File: config.mk
export PLATFORM = sky130hd
export DESIGN_NAME = buf_lock_arb
export DESIGN_NICKNAME = d
export VERILOG_FILES = /design/src/rtl/buf_lock_pkg.sv /design/src/rtl/buf_busy_win.sv /design/src/rtl/buf_lock_slots.sv /design/src/rtl/buf_err_bank.sv /design/src/rtl/buf_lock_arb.sv
export SDC_FILE = /design/constraint.sdc
export NUM_CORES = 1
export LEC_CHECK = 0
export BUFFER_PORTS_ARGS = -buffer_cell sky130_fd_sc_hd__buf_4
export CORE_MARGIN = 3
export CORE_UTILIZATION = 46
export DETAILED_ROUTE_END_ITERATION = 10
export PLACE_DENSITY = 0.89
export REMOVE_ABC_BUFFERS = 1
export SLEW_MARGIN = 25
export SYNTH_ARGS = -nofsm -noshare
export SYNTH_HDL_FRONTEND = slang
export SYNTH_HIERARCHICAL = 1
export SYNTH_SLANG_ARGS = --single-unit
File: constraint.sdc
create_clock -name clk_i -period 2.3 [get_ports clk_i]
set_input_delay 0.46 -clock clk_i [delete_from_list [all_inputs] [get_ports clk_i]]
set_output_delay 0.46 -clock clk_i [all_outputs]
set_load 0.05 [all_outputs]
File: src/rtl/buf_lock_pkg.sv
package buf_lock_pkg;
  localparam int NUM_CLS = 3;
  localparam int ERR_W   = 5;
  localparam int E_TX    = 0;
  localparam int E_RX    = 1;
  localparam int E_FIFO  = 2;
  localparam int E_BUSY  = 3;
  localparam int E_LOST  = 4;

  typedef enum logic [1:0] {
    CLS_TX   = 2'd0,
    CLS_RX   = 2'd1,
    CLS_FIFO = 2'd2,
    CLS_NONE = 2'd3
  } buf_cls_e;

  typedef enum logic [1:0] {
    RES_NONE    = 2'd0,
    RES_GRANT   = 2'd1,
    RES_LOCKERR = 2'd2,
    RES_BUSY    = 2'd3
  } lock_res_e;
endpackage

File: src/rtl/buf_busy_win.sv
module buf_busy_win #(
  parameter int SLOT_W   = 8,
  parameter int UT_W     = 8,
  parameter int SLOT_UT  = 64,
  parameter int GUARD_UT = 4
) (
  input  logic [SLOT_W-1:0] slot_i,
  input  logic [UT_W-1:0]   ut_i,
  input  logic [SLOT_W-1:0] tgt_slot_i,
  output logic              in_win_o
);
  localparam int TAIL = SLOT_UT - GUARD_UT;

  logic [SLOT_W-1:0] prev_s, next_s;
  logic in_tail, in_slot, in_head;

  assign prev_s  = tgt_slot_i - SLOT_W'(1);
  assign next_s  = tgt_slot_i + SLOT_W'(1);
  assign in_tail = (slot_i == prev_s) && (ut_i >= UT_W'(TAIL));
  assign in_slot = (slot_i == tgt_slot_i);
  assign in_head = (slot_i == next_s) && (ut_i < UT_W'(GUARD_UT));
  assign in_win_o = in_tail | in_slot | in_head;
endmodule

File: src/rtl/buf_lock_slots.sv
module buf_lock_slots #(
  parameter int NUM_CLS = 3,
  parameter int IDX_W   = 4
) (
  input  logic                           clk_i,
  input  logic                           rst_ni,
  input  logic [NUM_CLS-1:0]             set_i,
  input  logic [NUM_CLS-1:0]             clr_i,
  input  logic [IDX_W-1:0]               idx_i,
  output logic [NUM_CLS-1:0]             vld_o,
  output logic [NUM_CLS-1:0][IDX_W-1:0]  idx_o
);
  for (genvar c = 0; c < NUM_CLS; c++) begin : g_cls
    always_ff @(posedge clk_i or negedge rst_ni) begin
      if (!rst_ni) begin
        vld_o[c] <= 1'b0;
        idx_o[c] <= '0;
      end else if (set_i[c]) begin
        vld_o[c] <= 1'b1;
        idx_o[c] <= idx_i;
      end else if (clr_i[c]) begin
        vld_o[c] <= 1'b0;
      end
    end
  end
endmodule

File: src/rtl/buf_err_bank.sv
module buf_err_bank #(
  parameter int ERR_W = 5
) (
  input  logic             clk_i,
  input  logic             rst_ni,
  input  logic [ERR_W-1:0] set_i,
  input  logic [ERR_W-1:0] clr_i,
  output logic [ERR_W-1:0] err_o
);
  always_ff @(posedge clk_i or negedge rst_ni) begin
    if (!rst_ni) err_o <= '0;
    else         err_o <= (err_o & ~clr_i) | set_i;  // set wins
  end
endmodule

File: src/rtl/buf_lock_arb.sv
module buf_lock_arb
  import buf_lock_pkg::*;
#(
  parameter  int NUM_BUF  = 16,
  parameter  int SLOT_W   = 8,
  parameter  int UT_W     = 8,
  parameter  int SLOT_UT  = 64,
  parameter  int GUARD_UT = 4,
  localparam int IDX_W    = $clog2(NUM_BUF)
) (
  input  logic                          clk_i,
  input  logic                          rst_ni,
  input  logic                          req_valid_i,
  input  logic                          req_unlock_i,
  input  logic [1:0]                    req_cls_i,
  input  logic [IDX_W-1:0]              req_idx_i,
  input  logic                          cmt_we_i,
  input  logic [IDX_W-1:0]              cmt_idx_i,
  input  logic                          cmt_val_i,
  input  logic [NUM_BUF-1:0]            dbl_i,
  input  logic                          sched_vld_i,
  input  logic [IDX_W-1:0]              sched_idx_i,
  input  logic [SLOT_W-1:0]             sched_slot_i,
  input  logic [SLOT_W-1:0]             slot_i,
  input  logic [UT_W-1:0]               ut_i,
  input  logic                          frm_vld_i,
  input  logic [IDX_W-1:0]              frm_idx_i,
  input  logic [4:0]                    err_clr_i,
  output logic                          ack_o,
  output logic [1:0]                    res_o,
  output logic [2:0]                    lock_vld_o,
  output logic [2:0][IDX_W-1:0]         lock_idx_o,
  output logic [NUM_BUF-1:0]            commit_o,
  output logic [4:0]                    err_o
);
  logic [NUM_CLS-1:0] sel, set_lock, clr_lock;
  logic [ERR_W-1:0]   err_set;
  logic               lock_req, unl_req, cls_held, held_match;
  logic               odd_half, in_win, busy_blk, cmt_held, rx_hit;
  logic               pend_q;
  lock_res_e          res_d;

  // one-hot class decode; code 3 selects nothing
  for (genvar c = 0; c < NUM_CLS; c++) begin : g_sel
    assign sel[c] = (req_cls_i == 2'(c));
  end

  assign lock_req = req_valid_i & ~req_unlock_i & (|sel);
  assign unl_req  = req_valid_i &  req_unlock_i & (|sel);
  assign odd_half = dbl_i[req_idx_i] & req_idx_i[0];

  always_comb begin
    cls_held   = 1'b0;
    held_match = 1'b0;
    cmt_held   = 1'b0;
    for (int c = 0; c < NUM_CLS; c++) begin
      if (sel[c]) begin
        cls_held   = lock_vld_o[c];
        held_match = lock_vld_o[c] && (lock_idx_o[c] == req_idx_i);
      end
      if (lock_vld_o[c] && (lock_idx_o[c] == cmt_idx_i)) cmt_held = 1'b1;
    end
  end

  buf_busy_win #(
    .SLOT_W(SLOT_W), .UT_W(UT_W), .SLOT_UT(SLOT_UT), .GUARD_UT(GUARD_UT)
  ) u_win (
    .slot_i    (slot_i),
    .ut_i      (ut_i),
    .tgt_slot_i(sched_slot_i),
    .in_win_o  (in_win)
  );

  assign busy_blk = sel[CLS_TX] & sched_vld_i & (sched_idx_i == req_idx_i)
                  & commit_o[req_idx_i] & in_win;

  // refusal priority: class occupied, odd half, busy window, committed
  always_comb begin
    res_d    = RES_NONE;
    set_lock = '0;
    err_set  = '0;
    if (lock_req) begin
      if (cls_held) begin
        res_d = RES_LOCKERR;
        err_set[NUM_CLS-1:0] = sel;
      end else if (sel[CLS_TX] && odd_half) begin
        res_d = RES_LOCKERR;
        err_set[E_TX] = 1'b1;
      end else if (busy_blk) begin
        res_d = RES_BUSY;
        err_set[E_BUSY] = 1'b1;
      end else if (commit_o[req_idx_i]) begin
        res_d = RES_LOCKERR;
        err_set[NUM_CLS-1:0] = sel;
      end else begin
        res_d    = RES_GRANT;
        set_lock = sel;
      end
    end
    err_set[E_LOST] = rx_hit & pend_q;
  end

  assign clr_lock = (unl_req && held_match) ? sel : '0;
  assign rx_hit   = frm_vld_i & lock_vld_o[CLS_RX] & (lock_idx_o[CLS_RX] == frm_idx_i);

  buf_lock_slots #(.NUM_CLS(NUM_CLS), .IDX_W(IDX_W)) u_slots (
    .clk_i (clk_i),
    .rst_ni(rst_ni),
    .set_i (set_lock),
    .clr_i (clr_lock),
    .idx_i (req_idx_i),
    .vld_o (lock_vld_o),
    .idx_o (lock_idx_o)
  );

  buf_err_bank #(.ERR_W(ERR_W)) u_err (
    .clk_i (clk_i),
    .rst_ni(rst_ni),
    .set_i (err_set),
    .clr_i (err_clr_i),
    .err_o (err_o)
  );

  // pending frame on the host-held receive buffer
  always_ff @(posedge clk_i or negedge rst_ni) begin
    if (!rst_ni)                                pend_q <= 1'b0;
    else if (set_lock[CLS_RX] || clr_lock[CLS_RX]) pend_q <= 1'b0;
    else if (rx_hit)                            pend_q <= 1'b1;
  end

  always_ff @(posedge clk_i or negedge rst_ni) begin
    if (!rst_ni)                   commit_o <= '0;
    else if (cmt_we_i && cmt_held) commit_o[cmt_idx_i] <= cmt_val_i;
  end

  always_ff @(posedge clk_i or negedge rst_ni) begin
    if (!rst_ni) begin
      ack_o <= 1'b0;
      res_o <= RES_NONE;
    end else begin
      ack_o <= lock_req;
      res_o <= res_d;
    end
  end
endmodule

==> results.py <==
metrics = {
    "placement": {
        "dpl.cell_count": 537,
        "global_placement_routability_congestion": 0.886,
        "dpl_cell_area_um2": 4280,
        "buffers_on_ports": 102,
        "dpl.hpwl_um": 7200,
    },
    "clock_network": {
        "cts_max_level": 2,
        "clkSlewWorstSetupHoldPaths_ns": 0.08,
        "cts-buffers-inserted": 5,
        "cts.path.max_buffers": 2,
        "clock-sinks": 40,
        "cts_tree": "built",
        "root_cell_of_the_clock_tree": "clkbuf_8",
        "hold_buffers_post_cts": 0,
        "clock_latency_late_sink_ns": 0.29,
    },
    "sta": {
        "timing.hold.ws_ns": 0.122,
        "rsz0062_at_grt": "true",
        "min_period_over_period_pct": 115,
        "slew-limit-headroom_pct": 59.9,
        "finalHoldViolCount": 0,
        "report.final.slew_viol_count": 0,
        "report.final.setup_viol": 3,
        "slew_of_the_pin_with_the_lowest_slew_margin_ns": 0.593,
        "layout_setup_ws_ns": -0.336,
        "final.min_clock_period_ns": 2.64,
        "timing.clock.skew_ns": 0.00397,
        "maximum_clock_frequency_mhz": 379,
    },
    "yosys": {
        "syn_inst": 317,
        "yosys.area.top_type": "dfrtp_1",
        "synthesis.yosys.warnings": 6,
        "synth_area_per_cell_um2": 9.78,
        "async_flop_share_pct": 100,
        "synth_edf_count": 0,
        "synth.ff_latch_count": 40,
        "netlist_area_um2": 3100,
        "fraction_of_post_synthesis_cell_area_in_the_top_cell_type_by_area_pct": 32.3,
        "synth_flop_cell": "dfrtp_1",
        "ys_seq_area_share_pct": 32.3,
        "yosys-top-cells-area": "dfrtp_1 32%, xor2_1 7.9%, xnor2_1 6.5%",
        "netlist-cell-type-count": 56,
    },
    "floorplan": {
        "design.core.area_um2": 6460,
        "design.portCount": 110,
        "core.rowCount": 29,
        "fp.dieH_um": 88.1,
        "initial_utilization_pct": 48.0,
        "die_area_um2": 7760,
        "die_w_um": 88.1,
    },
    "worst_hold_path": {
        "worstHoldPathType": "input pin to async pin",
    },
    "cells_and_area": {
        "areaGrowthSynthToFinish_pct": 45.6,
        "drive_gt1_share_pct": 44.7,
        "final_instance_area_um2": 4520,
        "multi_input_comb_area_um2": 1990,
        "footprint_of_the_flip_flops_and_latches_um2": 1000,
        "fin_util_pct": 69.9,
        "antenna_cells": 0,
        "num-fill-cells": 437,
        "design.final.nets": 544,
        "fin_cells": 549,
    },
    "power": {
        "power.density_nw_per_um2": 766,
        "static-leakage-power_uw": 0.00218,
        "max-vdd-ir-drop_mv": 0.654,
    },
    "critical_path": {
        "r2r-end": "u_slots/idx_o[3]",
        "reg2reg_from": "u_slots/vld_o[1]",
        "timing.critical_path.to_type": "flop",
        "worstPathRequired_ns": 2.49,
        "crit_path_max_fanout": 2,
        "cp_top_family": "compound AO/OA/AOI/OAI gates",
        "crit_path_start": "sched_slot_i[1]",
        "cp.buffers_inverters": 2,
        "critical_path_class": "input pin to flop",
        "path_common_cell": "a21o_1",
        "crit_path_cell_trace": "buf_8 -> inv_4 -> ha_4 -> xor2_2 -> nand2_1 -> a211o_1 -> a311oi_2 -> a41oi_2 -> o21ai_1 -> nand4_1 -> or4_1 -> and3_4 -> a21o_1 -> a21o_1",
        "critPathArrivalTime_ns": 2.82,
        "cpPeakStageDelay_ns": 0.43,
        "crit_path_end": "u_err/err_o[0]",
        "critPathLaunchType": "input pin",
        "r2r.worst_path.cells": 6,
        "worstSetupPathDepth": 14,
        "timing.critical_path.slowest_stage_cell": "or4_1",
        "setup.reg_to_reg.worst_slack_ns": 0.13,
    },
    "global_routing": {
        "use_met1_pct": 30.0,
        "groute.layer.met2.usage_pct": 43.4,
        "grt_pass1_vias": 3195,
        "pin_count_of_the_biggest_net_entering_global_routing": 41,
        "global_route_wire_length_before_repair_um": 15000,
        "grt.met3_usage_pct": 4.89,
        "grt_most_used_layer": "met2",
        "globalRoute.totalOverflow": 0,
        "antenna_found_initial": 0,
        "global_route.usage.total_pct": 24.4,
    },
    "routing": {
        "detail_route.first_pass.iterations": 5,
        "dr_total_vias": 3194,
        "postRouteWirelength_um": 9510,
        "drt_iter0_markers": 263,
        "detail_route.drc_violations": 0,
        "post_drt_via_cell_ratio": 5.82,
        "routedWlPerCell_um": 17.3,
        "ant_nets": 0,
    },
    "outcome": {
        "status": "finished, violations left",
        "violations_in_the_final_reports": "negative setup slack",
    },
    "job": {
        "timing.max_cap.violations": 0,
    },
}
==> area by class of cell <==
cell class / count / area share (%)
repair buffers: 164 / 27.5
well taps: 77 / 2.13
clock inverters: 2 / 0.776
inverters: 19 / 1.69
flip-flops and latches: 40 / 22.2
clock buffers: 6 / 1.61
multi-input cells: 241 / 44.1
==> synth_stat cells (3+ instances only) <==
library cell / instances
nand4_1: 7
xor2_1: 28
dfrtp_1: 40
mux2_2: 14
nor4_1: 7
buf_6: 6
a21oi_1: 5
a31oi_1: 18
o21ai_0: 3
nand3_1: 16
xnor2_1: 23
clkbuf_1: 5
mux2i_1: 7
nor2_1: 13
mux2_1: 15
nor2b_1: 7
buf_2: 3
a21o_1: 10
inv_1: 19
nand2_1: 17
nor3_1: 8
==> where the power goes <==
| group | switching, µW | total [µW] | internal [µW] |
|---|---|---|---|
| clock network | 248 | 570 | 322 |
| logic | 1090 | 1830 | 736 |
| registers | 188 | 1060 | 872 |
| total | 1530 | 3460 | 1930 |
==> timing repair <==
item / 4_1_cts / 5_1_grt
hold endpoints to repair: 0 / 0
buffers inserted: 2 / 2
resized for setup: 14 / 8
gates cloned: 0 / 0
pin swaps: 10 / 7
endpoints found under the setup margin: 15 / 15
==> layer usage <==
layer / wire length [µm] / vias up
li1: - / 1456
met1: 3710 / 1574
met2: 5010 / 141
met3: 643 / 23
met4: 148 / 0
met5: 0 / -
==> placed cells by master (no fill, tap or decap), types with 6 or more instances in the layout <==
cell type / count
nor4_1: 6
a31oi_1: 18
xnor2_1: 23
nand2_1: 17
mux2i_1: 7
nor2b_1: 7
nor2_1: 11
nor3_1: 7
nand4_1: 7
inv_1: 17
nand3_1: 16
dfrtp_1: 40
a21o_1: 10
mux2_1: 15
xor2_1: 27
buf_4: 162
mux2_2: 14
==> sequential cells by signal, summed over array words and instances, names as in the netlist <==
signal         cells
commit_o          16
pend_q             1
u_slots/idx_o     12
ack_o              1
u_err/err_o        5
u_slots/vld_o      3
res_o              2
==> per-stage QoR <==
| step | power, µW | setup WS [ns] | setup TNS [ns] |
|---|---|---|---|
| 3_3_place_gp | 2790 | -0.696 | -6.52 |
| 6_report | 3460 | -0.336 | -0.692 |
| 3_5_place_dp | 2850 | -0.800 | -7.43 |
| 4_1_cts | 3440 | -0.280 | -0.518 |
| 2_1_floorplan | 2110 | -0.542 | -2.48 |
| 5_1_grt | 3610 | -0.445 | -0.990 |
==> cell families after synthesis <==
| kind of cell | synth area share [%] |
|---|---|
| and+or+nand+nor | 16.4 |
| AOI/OAI and AO/OA | 13.4 |
| xor gates and xnor gates | 14.9 |
| muxes | 15.9 |
| DFF | 32.3 |
| buffers and inverters | 6.21 |
| adders and majority gates | 0.807 |
==> worst register-to-register path, stage by stage, from the launching register on <==
cell and delay, ns:
dfrtp_1 0.39, mux2_2 0.29, a221oi_2 0.33, o211ai_1 0.14, buf_4 0.18, nor4_4 0.37
mux2_1 0.37
==> how the worst min path moves through the flow <==
stage / startpoint / to / slack [ns]
3_5_place_dp: rst_ni / commit_o[12] / 0.47
2_1_floorplan: rst_ni / ack_o / 0.16
3_3_place_gp: rst_ni / commit_o[7] / 0.46
5_1_grt: rst_ni / commit_o[7] / 0.16
4_1_cts: rst_ni / commit_o[12] / 0.15
6_report: rst_ni / commit_o[12] / 0.12
Note: power is estimated with default switching activity, not from simulation.
